### src/rtl/blit_cmd_pkg.sv
// Package: shared layout-mode type and the fixed slot numbering of the
// command stream. Assumes every stream is at most 18 words.
package blit_cmd_pkg;
    localparam int WORD_W = 32;
    localparam int ADDR_W = 64;
    localparam int SLOT_W = 5;

    typedef enum logic [1:0] {
        TILE_LINEAR = 2'd0,
        TILE_X      = 2'd1,
        TILE_Y      = 2'd2,
        TILE_RSVD   = 2'd3
    } tile_mode_e;

    // Slot positions; the high-address slots are skipped in the narrow format.
    localparam logic [SLOT_W-1:0] SL_LRI    = 5'd0;
    localparam logic [SLOT_W-1:0] SL_REG    = 5'd1;
    localparam logic [SLOT_W-1:0] SL_TCTL   = 5'd2;
    localparam logic [SLOT_W-1:0] SL_FLUSH  = 5'd3;
    localparam logic [SLOT_W-1:0] SL_Z0     = 5'd4;
    localparam logic [SLOT_W-1:0] SL_Z1     = 5'd5;
    localparam logic [SLOT_W-1:0] SL_Z2     = 5'd6;
    localparam logic [SLOT_W-1:0] SL_COPY   = 5'd7;
    localparam logic [SLOT_W-1:0] SL_DPITCH = 5'd8;
    localparam logic [SLOT_W-1:0] SL_DORG   = 5'd9;
    localparam logic [SLOT_W-1:0] SL_DIMS   = 5'd10;
    localparam logic [SLOT_W-1:0] SL_DLO    = 5'd11;
    localparam logic [SLOT_W-1:0] SL_DHI    = 5'd12;
    localparam logic [SLOT_W-1:0] SL_SORG   = 5'd13;
    localparam logic [SLOT_W-1:0] SL_SPITCH = 5'd14;
    localparam logic [SLOT_W-1:0] SL_SLO    = 5'd15;
    localparam logic [SLOT_W-1:0] SL_SHI    = 5'd16;
    localparam logic [SLOT_W-1:0] SL_END    = 5'd17;

    typedef struct packed {
        tile_mode_e         src_tile;
        tile_mode_e         dst_tile;
        logic               wide;
        logic [13:0]        width;
        logic [15:0]        height;
        logic [ADDR_W-1:0]  src_addr;
        logic [ADDR_W-1:0]  dst_addr;
    } blit_req_t;
endpackage

### src/rtl/blit_seq.sv
// Sequencer: walks the slot counter one step per accepted word, skipping
// the high-address slots in the narrow format, and pulses done after the
// last slot is accepted. Assumes wide_i is stable while busy.
module blit_seq
    import blit_cmd_pkg::*;
(
    input  logic              clk,
    input  logic              rst_n,
    input  logic              start_i,
    input  logic              wide_i,
    input  logic              ready_i,
    output logic              busy_o,
    output logic [SLOT_W-1:0] slot_o,
    output logic              done_o
);
    logic              fire;
    logic              last;
    logic [SLOT_W-1:0] nxt;

    assign fire = busy_o && ready_i;
    assign last = (slot_o == SL_END);

    // Next slot: step by one, or by two over an omitted high-address word.
    always_comb begin
        nxt = slot_o + 5'd1;
        if (!wide_i && (nxt == SL_DHI || nxt == SL_SHI))
            nxt = slot_o + 5'd2;
    end

    // Busy flag, slot counter and done pulse.
    always_ff @(posedge clk) begin
        if (!rst_n) begin
            busy_o <= 1'b0;
            slot_o <= SL_LRI;
            done_o <= 1'b0;
        end else begin
            done_o <= fire && last;
            if (!busy_o) begin
                if (start_i) begin
                    busy_o <= 1'b1;
                    slot_o <= SL_LRI;
                end
            end else if (fire) begin
                if (last) busy_o <= 1'b0;
                else      slot_o <= nxt;
            end
        end
    end

    p_stall_hold_r9: assert property (@(posedge clk) disable iff (!rst_n)
        busy_o && !ready_i |=> busy_o && $stable(slot_o));
    p_restart_ignored_r10: assert property (@(posedge clk) disable iff (!rst_n)
        busy_o && start_i && !ready_i |=> $stable(slot_o));
    p_skip_high_r7: assert property (@(posedge clk) disable iff (!rst_n)
        busy_o && !wide_i |-> slot_o != SL_DHI && slot_o != SL_SHI);
    p_done_after_last_r11: assert property (@(posedge clk) disable iff (!rst_n)
        fire && last |=> done_o && !busy_o);
    p_done_single_r11: assert property (@(posedge clk) disable iff (!rst_n)
        done_o |=> !done_o);
endmodule

### src/rtl/blit_word_fmt.sv
// Word formatter: pure combinational map from slot number and the captured
// request to the command word for that slot. Assumes width*4 fits 16 bits.
module blit_word_fmt
    import blit_cmd_pkg::*;
#(
    parameter logic [31:0] LRI_WORD     = 32'h2200_0001,
    parameter logic [31:0] TCTL_ADDR    = 32'h0002_2200,
    parameter logic [15:0] SRC_Y_MASK   = 16'h0001,
    parameter logic [15:0] DST_Y_MASK   = 16'h0002,
    parameter logic [31:0] FLUSH_OP     = 32'h1300_0002,
    parameter logic [31:0] COPY_OP      = 32'h54F0_0000,
    parameter logic [31:0] SRC_TILED    = 32'h0000_8000,
    parameter logic [31:0] DST_TILED    = 32'h0000_0800,
    parameter logic [31:0] DEPTH_ROP    = 32'h03CC_0000,
    parameter logic [31:0] END_WORD     = 32'h0500_0000,
    parameter int          LEN_NARROW   = 6,
    parameter int          LEN_WIDE     = 8
) (
    input  logic [SLOT_W-1:0] slot_i,
    input  blit_req_t         req_i,
    output logic [WORD_W-1:0] word_o
);
    localparam logic [15:0] Y_WMASK = SRC_Y_MASK | DST_Y_MASK;

    logic        src_tiled, dst_tiled;
    logic [15:0] src_pitch, dst_pitch, y_bits;
    logic [31:0] copy_word;

    // Derived fields shared by several slots.
    always_comb begin
        src_tiled = (req_i.src_tile == TILE_X) || (req_i.src_tile == TILE_Y);
        dst_tiled = (req_i.dst_tile == TILE_X) || (req_i.dst_tile == TILE_Y);
        src_pitch = src_tiled ? {2'b00, req_i.width} : {req_i.width, 2'b00};
        dst_pitch = dst_tiled ? {2'b00, req_i.width} : {req_i.width, 2'b00};
        y_bits    = ((req_i.src_tile == TILE_Y) ? SRC_Y_MASK : 16'h0)
                  | ((req_i.dst_tile == TILE_Y) ? DST_Y_MASK : 16'h0);
        copy_word = COPY_OP
                  | (req_i.wide ? 32'(LEN_WIDE) : 32'(LEN_NARROW))
                  | (src_tiled ? SRC_TILED : 32'h0)
                  | (dst_tiled ? DST_TILED : 32'h0);
    end

    // Slot-to-word selection.
    always_comb begin
        unique case (slot_i)
            SL_LRI:    word_o = LRI_WORD;
            SL_REG:    word_o = TCTL_ADDR;
            SL_TCTL:   word_o = {Y_WMASK, y_bits};
            SL_FLUSH:  word_o = FLUSH_OP + {31'h0, req_i.wide};
            SL_COPY:   word_o = copy_word;
            SL_DPITCH: word_o = DEPTH_ROP | {16'h0, dst_pitch};
            SL_DIMS:   word_o = {req_i.height, 2'b00, req_i.width};
            SL_DLO:    word_o = req_i.dst_addr[31:0];
            SL_DHI:    word_o = req_i.dst_addr[63:32];
            SL_SPITCH: word_o = {16'h0, src_pitch};
            SL_SLO:    word_o = req_i.src_addr[31:0];
            SL_SHI:    word_o = req_i.src_addr[63:32];
            SL_END:    word_o = END_WORD;
            default:   word_o = '0;
        endcase
    end
endmodule

### src/rtl/blit_cmd_gen.sv
// Top: captures a copy request on an idle start strobe and streams its
// command words on a valid/ready interface, then pulses done.
// Assumes the consumer may stall at any time.
module blit_cmd_gen
    import blit_cmd_pkg::*;
#(
    parameter logic [31:0] LRI_WORD   = 32'h2200_0001,
    parameter logic [31:0] TCTL_ADDR  = 32'h0002_2200,
    parameter logic [15:0] SRC_Y_MASK = 16'h0001,
    parameter logic [15:0] DST_Y_MASK = 16'h0002,
    parameter logic [31:0] FLUSH_OP   = 32'h1300_0002,
    parameter logic [31:0] COPY_OP    = 32'h54F0_0000,
    parameter logic [31:0] SRC_TILED  = 32'h0000_8000,
    parameter logic [31:0] DST_TILED  = 32'h0000_0800,
    parameter logic [31:0] DEPTH_ROP  = 32'h03CC_0000,
    parameter logic [31:0] END_WORD   = 32'h0500_0000
) (
    input  logic        clk,
    input  logic        rst_n,
    input  logic        start_i,
    input  logic [13:0] width_i,
    input  logic [15:0] height_i,
    input  logic [1:0]  src_tile_i,
    input  logic [1:0]  dst_tile_i,
    input  logic [63:0] src_addr_i,
    input  logic [63:0] dst_addr_i,
    input  logic        wide_addr_i,
    output logic        out_valid_o,
    input  logic        out_ready_i,
    output logic [31:0] out_data_o,
    output logic        done_o
);
    blit_req_t         req_q;
    logic              busy;
    logic [SLOT_W-1:0] slot;

    // Request capture, only when idle.
    always_ff @(posedge clk) begin
        if (!rst_n) begin
            req_q <= '0;
        end else if (start_i && !busy) begin
            req_q.src_tile <= tile_mode_e'(src_tile_i);
            req_q.dst_tile <= tile_mode_e'(dst_tile_i);
            req_q.wide     <= wide_addr_i;
            req_q.width    <= width_i;
            req_q.height   <= height_i;
            req_q.src_addr <= src_addr_i;
            req_q.dst_addr <= dst_addr_i;
        end
    end

    blit_seq u_seq (
        .clk     (clk),
        .rst_n   (rst_n),
        .start_i (start_i),
        .wide_i  (req_q.wide),
        .ready_i (out_ready_i),
        .busy_o  (busy),
        .slot_o  (slot),
        .done_o  (done_o)
    );

    blit_word_fmt #(
        .LRI_WORD   (LRI_WORD),
        .TCTL_ADDR  (TCTL_ADDR),
        .SRC_Y_MASK (SRC_Y_MASK),
        .DST_Y_MASK (DST_Y_MASK),
        .FLUSH_OP   (FLUSH_OP),
        .COPY_OP    (COPY_OP),
        .SRC_TILED  (SRC_TILED),
        .DST_TILED  (DST_TILED),
        .DEPTH_ROP  (DEPTH_ROP),
        .END_WORD   (END_WORD)
    ) u_fmt (
        .slot_i (slot),
        .req_i  (req_q),
        .word_o (out_data_o)
    );

    assign out_valid_o = busy;

    p_data_stable_r9: assert property (@(posedge clk) disable iff (!rst_n)
        out_valid_o && !out_ready_i |=> out_valid_o && $stable(out_data_o));
    p_req_held_r10: assert property (@(posedge clk) disable iff (!rst_n)
        out_valid_o |=> $stable(req_q) || !$past(out_valid_o));
    p_end_word_r8: assert property (@(posedge clk) disable iff (!rst_n)
        done_o |-> $past(out_data_o) == END_WORD);
    p_done_idle_r11: assert property (@(posedge clk) disable iff (!rst_n)
        done_o |-> !out_valid_o);
endmodule

### config.mk
export PLATFORM = sky130hd
export DESIGN_NAME = blit_cmd_gen
export DESIGN_NICKNAME = d
export VERILOG_FILES = /design/src/rtl/blit_cmd_pkg.sv /design/src/rtl/blit_seq.sv /design/src/rtl/blit_word_fmt.sv /design/src/rtl/blit_cmd_gen.sv
export SDC_FILE = /design/constraint.sdc
export NUM_CORES = 1
export LEC_CHECK = 0
export BUFFER_PORTS_ARGS = -buffer_cell sky130_fd_sc_hd__buf_2
export CORE_MARGIN = 10
export CORE_UTILIZATION = 57
export DETAILED_ROUTE_END_ITERATION = 6
export GPL_TIMING_DRIVEN = 0
export PLACE_DENSITY = 0.87
export SETUP_SLACK_MARGIN = 0.4
export SLEW_MARGIN = 20
export SYNTH_ARGS = -nofsm -noshare
export SYNTH_HDL_FRONTEND = slang
export SYNTH_SLANG_ARGS = --single-unit
### constraint.sdc
create_clock -name clk -period 3.88 [get_ports clk]
set_clock_uncertainty 0.15 [all_clocks]
set_input_delay 0.582 -clock clk [delete_from_list [all_inputs] [get_ports clk]]
set_output_delay 0.582 -clock clk [all_outputs]
set_load 0.01 [all_outputs]
; Yosys cells after proc, flatten, opt, wreduce, memory -nomap -nowiden
; Index checks and enable logic that the tools add are counted.
; W data, S select, Z words.
[word_totals]
regBits = 170
input_bits = 167
[op_classes]
reduce_logical = 12
eq_ne = 20
bitwise = 3
mux = 17
addsub = 3
[ops]
columns = cell, n
row1 = $pmux W32 S13, 1
row2 = $or A32 B32 Y32, 2
row3 = $mux W16, 3
row4 = $eq A5 B4 Y1 const B, 7
row5 = $add A29 B1 Y30 const A, 1
row6 = $mux W5, 5
row7 = $or A16 B16 Y16, 1
row8 = $eq A5 B5 Y1 const B, 3
row9 = $mux W12, 1
row10 = $eq A5 B2 Y1 const B, 2
row11 = $add A5 B1 Y5 const B, 1
row12 = $add A5 B2 Y5 const B, 1
row13 = $eq A5 B1 Y1 const B, 1
row14 = $eq A5 B3 Y1 const B, 1
row15 = $logic_not A5 Y1, 1
row16 = $mux W1, 5
row17 = $eq A2 B1 Y1 const B, 2
row18 = $eq A2 B2 Y1 const B, 2
row19 = $logic_and A1 B1 Y1, 4
row20 = $mux W4, 1
row21 = $ne A2 B2 Y1 const B, 2
row22 = $logic_or A1 B1 Y1, 3
row23 = $reduce_and A3 Y1, 1
row24 = $logic_not A1 Y1, 2
row25 = 2 further kinds, 2

; Longest topological paths before layout
[logic_depth]
word_depth = 8
ltp_mapped = 8
depth_no_buf = 7

; Hierarchy
; From an unflattened synthesis, not the netlist that was laid out.
[unflattened]
cells_unflattened = 1029
area_unflattened_um2 = 8694.6
[by_module_without_submodules]
columns = module, cells_per_inst, n_inst, area_per_inst_um2
row1 = blit_cmd_gen, 707, 1, 6473.7
row2 = blit_word_fmt, 252, 1, 1649.1
row3 = blit_seq, 70, 1, 571.8

; Worst setup path after synthesis
; No wires, ideal clock.
[synth_path]
kind = flip-flop to output port
start = reg u_seq.slot_o[0]
end = out out_data_o[29]
required_ns = 3.148
slack_ns = 1.254
path_stages_with_launch = 8
arrival_ns = 1.894
path_cell_list = dfxtp_1 ha_1 clkbuf_1 and3_1 ha_1 clkbuf_1 a222oi_1 o211ai_1
[synth_via]
elab_chain_cells = 2
word_cells_on_any_way = 14
[synth_lines]
columns = item, line_no
row1 = "start, declared", blit_seq.sv:13  ; output logic [SLOT_W-1:0] slot_o,
row2 = "start signal, assigned", blit_seq.sv:45  ; else slot_o <= nxt;
row3 = "$eq A5 B5 Y1, or another cell as far along", blit_word_fmt.sv:45  ; unique case (slot_i)
row4 = $pmux W32 S13 *, blit_word_fmt.sv:45
row5 = "end, declared", blit_cmd_gen.sv:30  ; output logic [31:0] out_data_o,
; Mark *: on every way between the ends. The rest lies on a longest branch, timed or not.

; Worst setup path in the final report
[layout_path]
start = reg u_seq.slot_o[0]
end = out out_data_o[26]
; Same word-level chain as after synthesis.

==> summary.txt <==
Status
  – Result of the run: finished, final reports clean

Timing
  – Post-Route Setup TNS: 0 ps
  – Setup repair after global routing missed its margin: no
  – Final hold slack: between 200 and 250 ps
  – Highest clock rate: between 0.2 and 0.3 GHz
  – Setup violators final: 0
  – Least-Margin Pin Slew: about 700 ps
  – Count of final hold-check violations: 0
  – Post-layout min period: around 3400 ps
  – Max-slew violation count: 0
  – Post-route clock period utilization: 87.30%
  – Worst slew slack as a fraction of its limit: between 50% and 60%

Synthesis
  – Mean post-synth cell area: between 7 and 8 sq um
  – Total of flip-flops plus latches after synthesis: 170
  – Top_reg_cell synth: sky130_fd_sc_hd__dfxtp_1
  – Synthesized instance count: approximately 980
  – Mapped Nets: between 1000 and 1500
  – EDFF count, synth: 0
  – Number of warnings issued by yosys: 0
  – Number of distinct library cells after synthesis: between 40 and 50
  – Sequential cell area fraction in the yosys report: between 40% and 50%
  – Fraction of synthesis flops using an asynchronous set or reset pin: 0%
  – Post-synthesis instance area: approximately 0.0073 sq mm

Setup path
  – Slack of the worst reg-to-reg path: approximately 1300 ps
  – Highest cell delay on the worst timing path: between 400 and 500 ps
  – Type of the worst setup path: flop to output pin
  – Buffer and inverter count on the worst path: 3
  – Category of the worst setup path capture point: output pin
  – Cell-by-cell trace of the critical path: ha_4, clkbuf_4, and3_1, ha_1, clkbuf_2, a211oi_1, nand3_1, buf_2
  – Required time worst endpoint: approximately 3200 ps
  – Data arrival time of the worst path: 2660 ps
  – Reg2reg start: u_seq.slot_o[3]
  – Endpoint of the worst register-to-register path: u_seq.slot_o[1]
  – Number of cells traversed by the worst register-to-register path: 8
  – Biggest fanout along the worst timing path: 10
  – Largest delay share family, worst path: buffers and inverters
  – CP startpoint kind: flop
  – Library cell contributing the largest single delay on the critical path: sky130_fd_sc_hd__a211oi_1

Pwr
  – Power density normalized to cell area: 433.8 mW/mm^2
  – Part of the power in combinational logic: approximately a tenth
  – Clock power share: a little over two fifths
  – Switching power as a share of total power: around a quarter
  – Sequential share of power: around 48%
  – Design internal power: ~3000 uW
  – Leakage power of the design: just under 0.004 uW
  – Worst ir drop on vdd: ~310 uV
  – Switching pwr: between 900 and 1000 uW

Drt
  – Avg WL per Cell: approximately 19 um
  – Post-DR vias/cell: roughly 5.8
  – Detailed Route Iter0 Violations: between 1000 and 1500
  – Total wire length: about 26000 um
  – Via count: between 8000 and 9000
  – DRC violations left: 0
  – Count of nets left with antenna violations after detail routing: 0
  – Router iterations before antenna repair: 6

Final layout
  – Most common cell after layout, fill and taps aside: sky130_fd_sc_hd__nand2_1
  – Most frequent cells in the layout: sky130_fd_sc_hd__nand2_1 (368), sky130_fd_sc_hd__buf_2 (222), sky130_fd_sc_hd__a21oi_1 (169)
  – Post-synthesis to final-layout area growth: 25.20%
  – Net count, final: 1368
  – Number of antenna diodes: 0
  – Fraction of final layout cells with drive strength greater than 1: ~23%
  – Count of fill cells added during filler insertion: between 1000 and 1500

GRT
  – Overall fraction of global-route tracks in use: between 20% and 30%
  – Number of antenna violations at the first check in global routing: 0
  – Via count of the first global-routing pass: about 7600
  – First-pass GRT wire length: around 39000 um
  – Maximum number of pins on one net before global-route repair: 17
  – Remaining global-route overflow: 0

Placement
  – Count of buffers from port buffering: just under 200
  – Global placer's final weighted congestion: ~0.97
  – Final HPWL from detailed placement: slightly below 20000 um

Flow run
  – Max capacitance violation total: 0

Clocking
  – Number of buffers inserted for hold repair after clock tree synthesis: 0
  – CTS tree: done
  – TritonCTS buffer count: 17
  – H-tree lvl count: 4
  – Number of clock sinks seen by CTS: between 150 and 200
  – Clock transition at the registers of the reported paths: roughly 60 ps
  – Clock insertion delay at the later pin of the skew report: 430 ps
  – Clock tree root driver cell: sky130_fd_sc_hd__clkbuf_16
  – Maximum buffer depth of the clock tree: 2

Min path
  – Hold path start: dst_addr_i[53]
  – Kind of path behind the tightest hold check: input pin to flop
  – Hold endpoint: req_q[53]
  – Hold Path Stages: 3

Die
  – Core Area: about 0.013 sq mm
  – Starting utilization of the core area: around three fifths
  – # rows: a little over 40
  – Die Y-Extent: about 130 um
  – Die area: roughly 0.018 sq mm
  – I/O pin total: roughly 200
  – Die Wd: about 130 um
[state kept, by name, summed over array words and instances, names as in the netlist]
| name | flops |
|---|---|
| req_q | 163 |
| u_seq.slot_o | 5 |
| u_seq.busy_o | 1 |
| u_seq.done_o | 1 |
[repair_timing]
action	4_1_cts	5_1_grt
setup endpoints to repair	30	27
gates resized for setup	8	12
hold endpoints to repair	0	0
buffers inserted	0	0
gates cloned	0	0
pin swaps	1	2
[synthesized netlist by cell type (2+ instances only)]
cell / count / area share (%)
sky130_fd_sc_hd__nor2_1: 9 / 0.46
sky130_fd_sc_hd__and3_1: 4 / 0.34
sky130_fd_sc_hd__buf_1: 7 / 0.36
sky130_fd_sc_hd__ha_1: 8 / 1.4
sky130_fd_sc_hd__a21oi_1: 169 / 12
sky130_fd_sc_hd__dfxtp_1: 170 / 46
sky130_fd_sc_hd__and2_4: 2 / 0.24
sky130_fd_sc_hd__a31oi_1: 3 / 0.26
sky130_fd_sc_hd__buf_2: 21 / 1.4
sky130_fd_sc_hd__a221oi_1: 12 / 1.4
sky130_fd_sc_hd__nor3_1: 3 / 0.20
sky130_fd_sc_hd__buf_4: 4 / 0.41
sky130_fd_sc_hd__o211ai_1: 4 / 0.41
sky130_fd_sc_hd__a22oi_1: 31 / 3.2
sky130_fd_sc_hd__and2_1: 2 / 0.17
sky130_fd_sc_hd__a222oi_1: 15 / 2.0
sky130_fd_sc_hd__clkbuf_1: 47 / 2.4
sky130_fd_sc_hd__nand3b_1: 3 / 0.31
sky130_fd_sc_hd__a22o_1: 11 / 1.3
sky130_fd_sc_hd__inv_1: 7 / 0.36
sky130_fd_sc_hd__nor2_2: 2 / 0.17
sky130_fd_sc_hd__nand2_1: 368 / 19
sky130_fd_sc_hd__nand4_1: 7 / 0.60
sky130_fd_sc_hd__nor2b_1: 5 / 0.43
sky130_fd_sc_hd__o21ai_0: 11 / 0.75
sky130_fd_sc_hd__nand2b_1: 3 / 0.26
sky130_fd_sc_hd__nand3_1: 25 / 1.7
[worst max path at each step]
stage | from | endpoint | slack, ps | cells past startpoint
floorplan | u_seq.slot_o[0] | out_data_o[29] | 1250 | 7
global placement | u_seq.slot_o[1] | out_data_o[23] | 330 | 8
detailed placement | u_seq.slot_o[1] | out_data_o[23] | 340 | 8
CTS | u_seq.slot_o[1] | out_data_o[0] | 400 | 8
global route | u_seq.slot_o[3] | out_data_o[23] | 400 | 8
finish | u_seq.slot_o[0] | out_data_o[26] | 490 | 8
[worst reg2reg max path, delay by kind of cell (launching register included)]
kind	cells	cell delay [ps]
adders and majority gates	1	270
and+or+nand+nor	4	1040
DFF	1	460
buffers and inverters	2	470
AOI/OAI and AO/OA	1	150
[power by group through the flow]
stage,clock network [uW],registers [uW],logic (uW)
3_3_place_gp,0,1940,356
4_1_cts,1700,1910,368
6_report,1700,1910,376
5_1_grt,1780,1920,419
2_1_floorplan,0,1920,210
3_5_place_dp,0,1940,365
[per-stage QoR]
stage | setup WS [ps] | total power, uW | utilization [%] | cell area (sq um) | instances
2_1_floorplan | 1254 | 2129 | - | 7348 | 975
3_3_place_gp | 333.5 | 2296 | 67.83 | 8559 | 1346
3_5_place_dp | 340.2 | 2308 | 67.83 | 8559 | 1346
4_1_cts | 403.3 | 3975 | 72.58 | 9159 | 1377
5_1_grt | 397.6 | 4112 | 72.90 | 9200 | 1377
6_report | 492.8 | 3991 | 72.90 | 9200 | 1377
[metal layers]
layer / track usage (%) / part of all wire, % / vias to the layer above
li1: - / - / 3785
met1: 35.12 / 40 / 3643
met2: 42.29 / 45 / 497
met3: 7.444 / 11 / 77
met4: 12.94 / 3.6 / 0
met5: 0 / 0 / -
[cell families after synthesis]
kind of cell	synth area share, %
flops	46.31
simple gates	24.79
mux	0.1362
fa+ha+maj	1.362
buf+inv	5.159
compound gates	22.24
[cell type report]
class,count,area [sq um],share of cell area (%)
inverters,8,30.03,0.3264
well taps,172,215.2,2.339
plain buffers,80,362.8,3.944
multi-input cells,717,3603,39.17
clock inverters,8,108.9,1.183
repair buffers,199,996.0,10.83
clock buffers,23,478.0,5.195
flip-flops and latches,170,3406,37.02
Note: power is estimated with default switching activity, not from simulation.
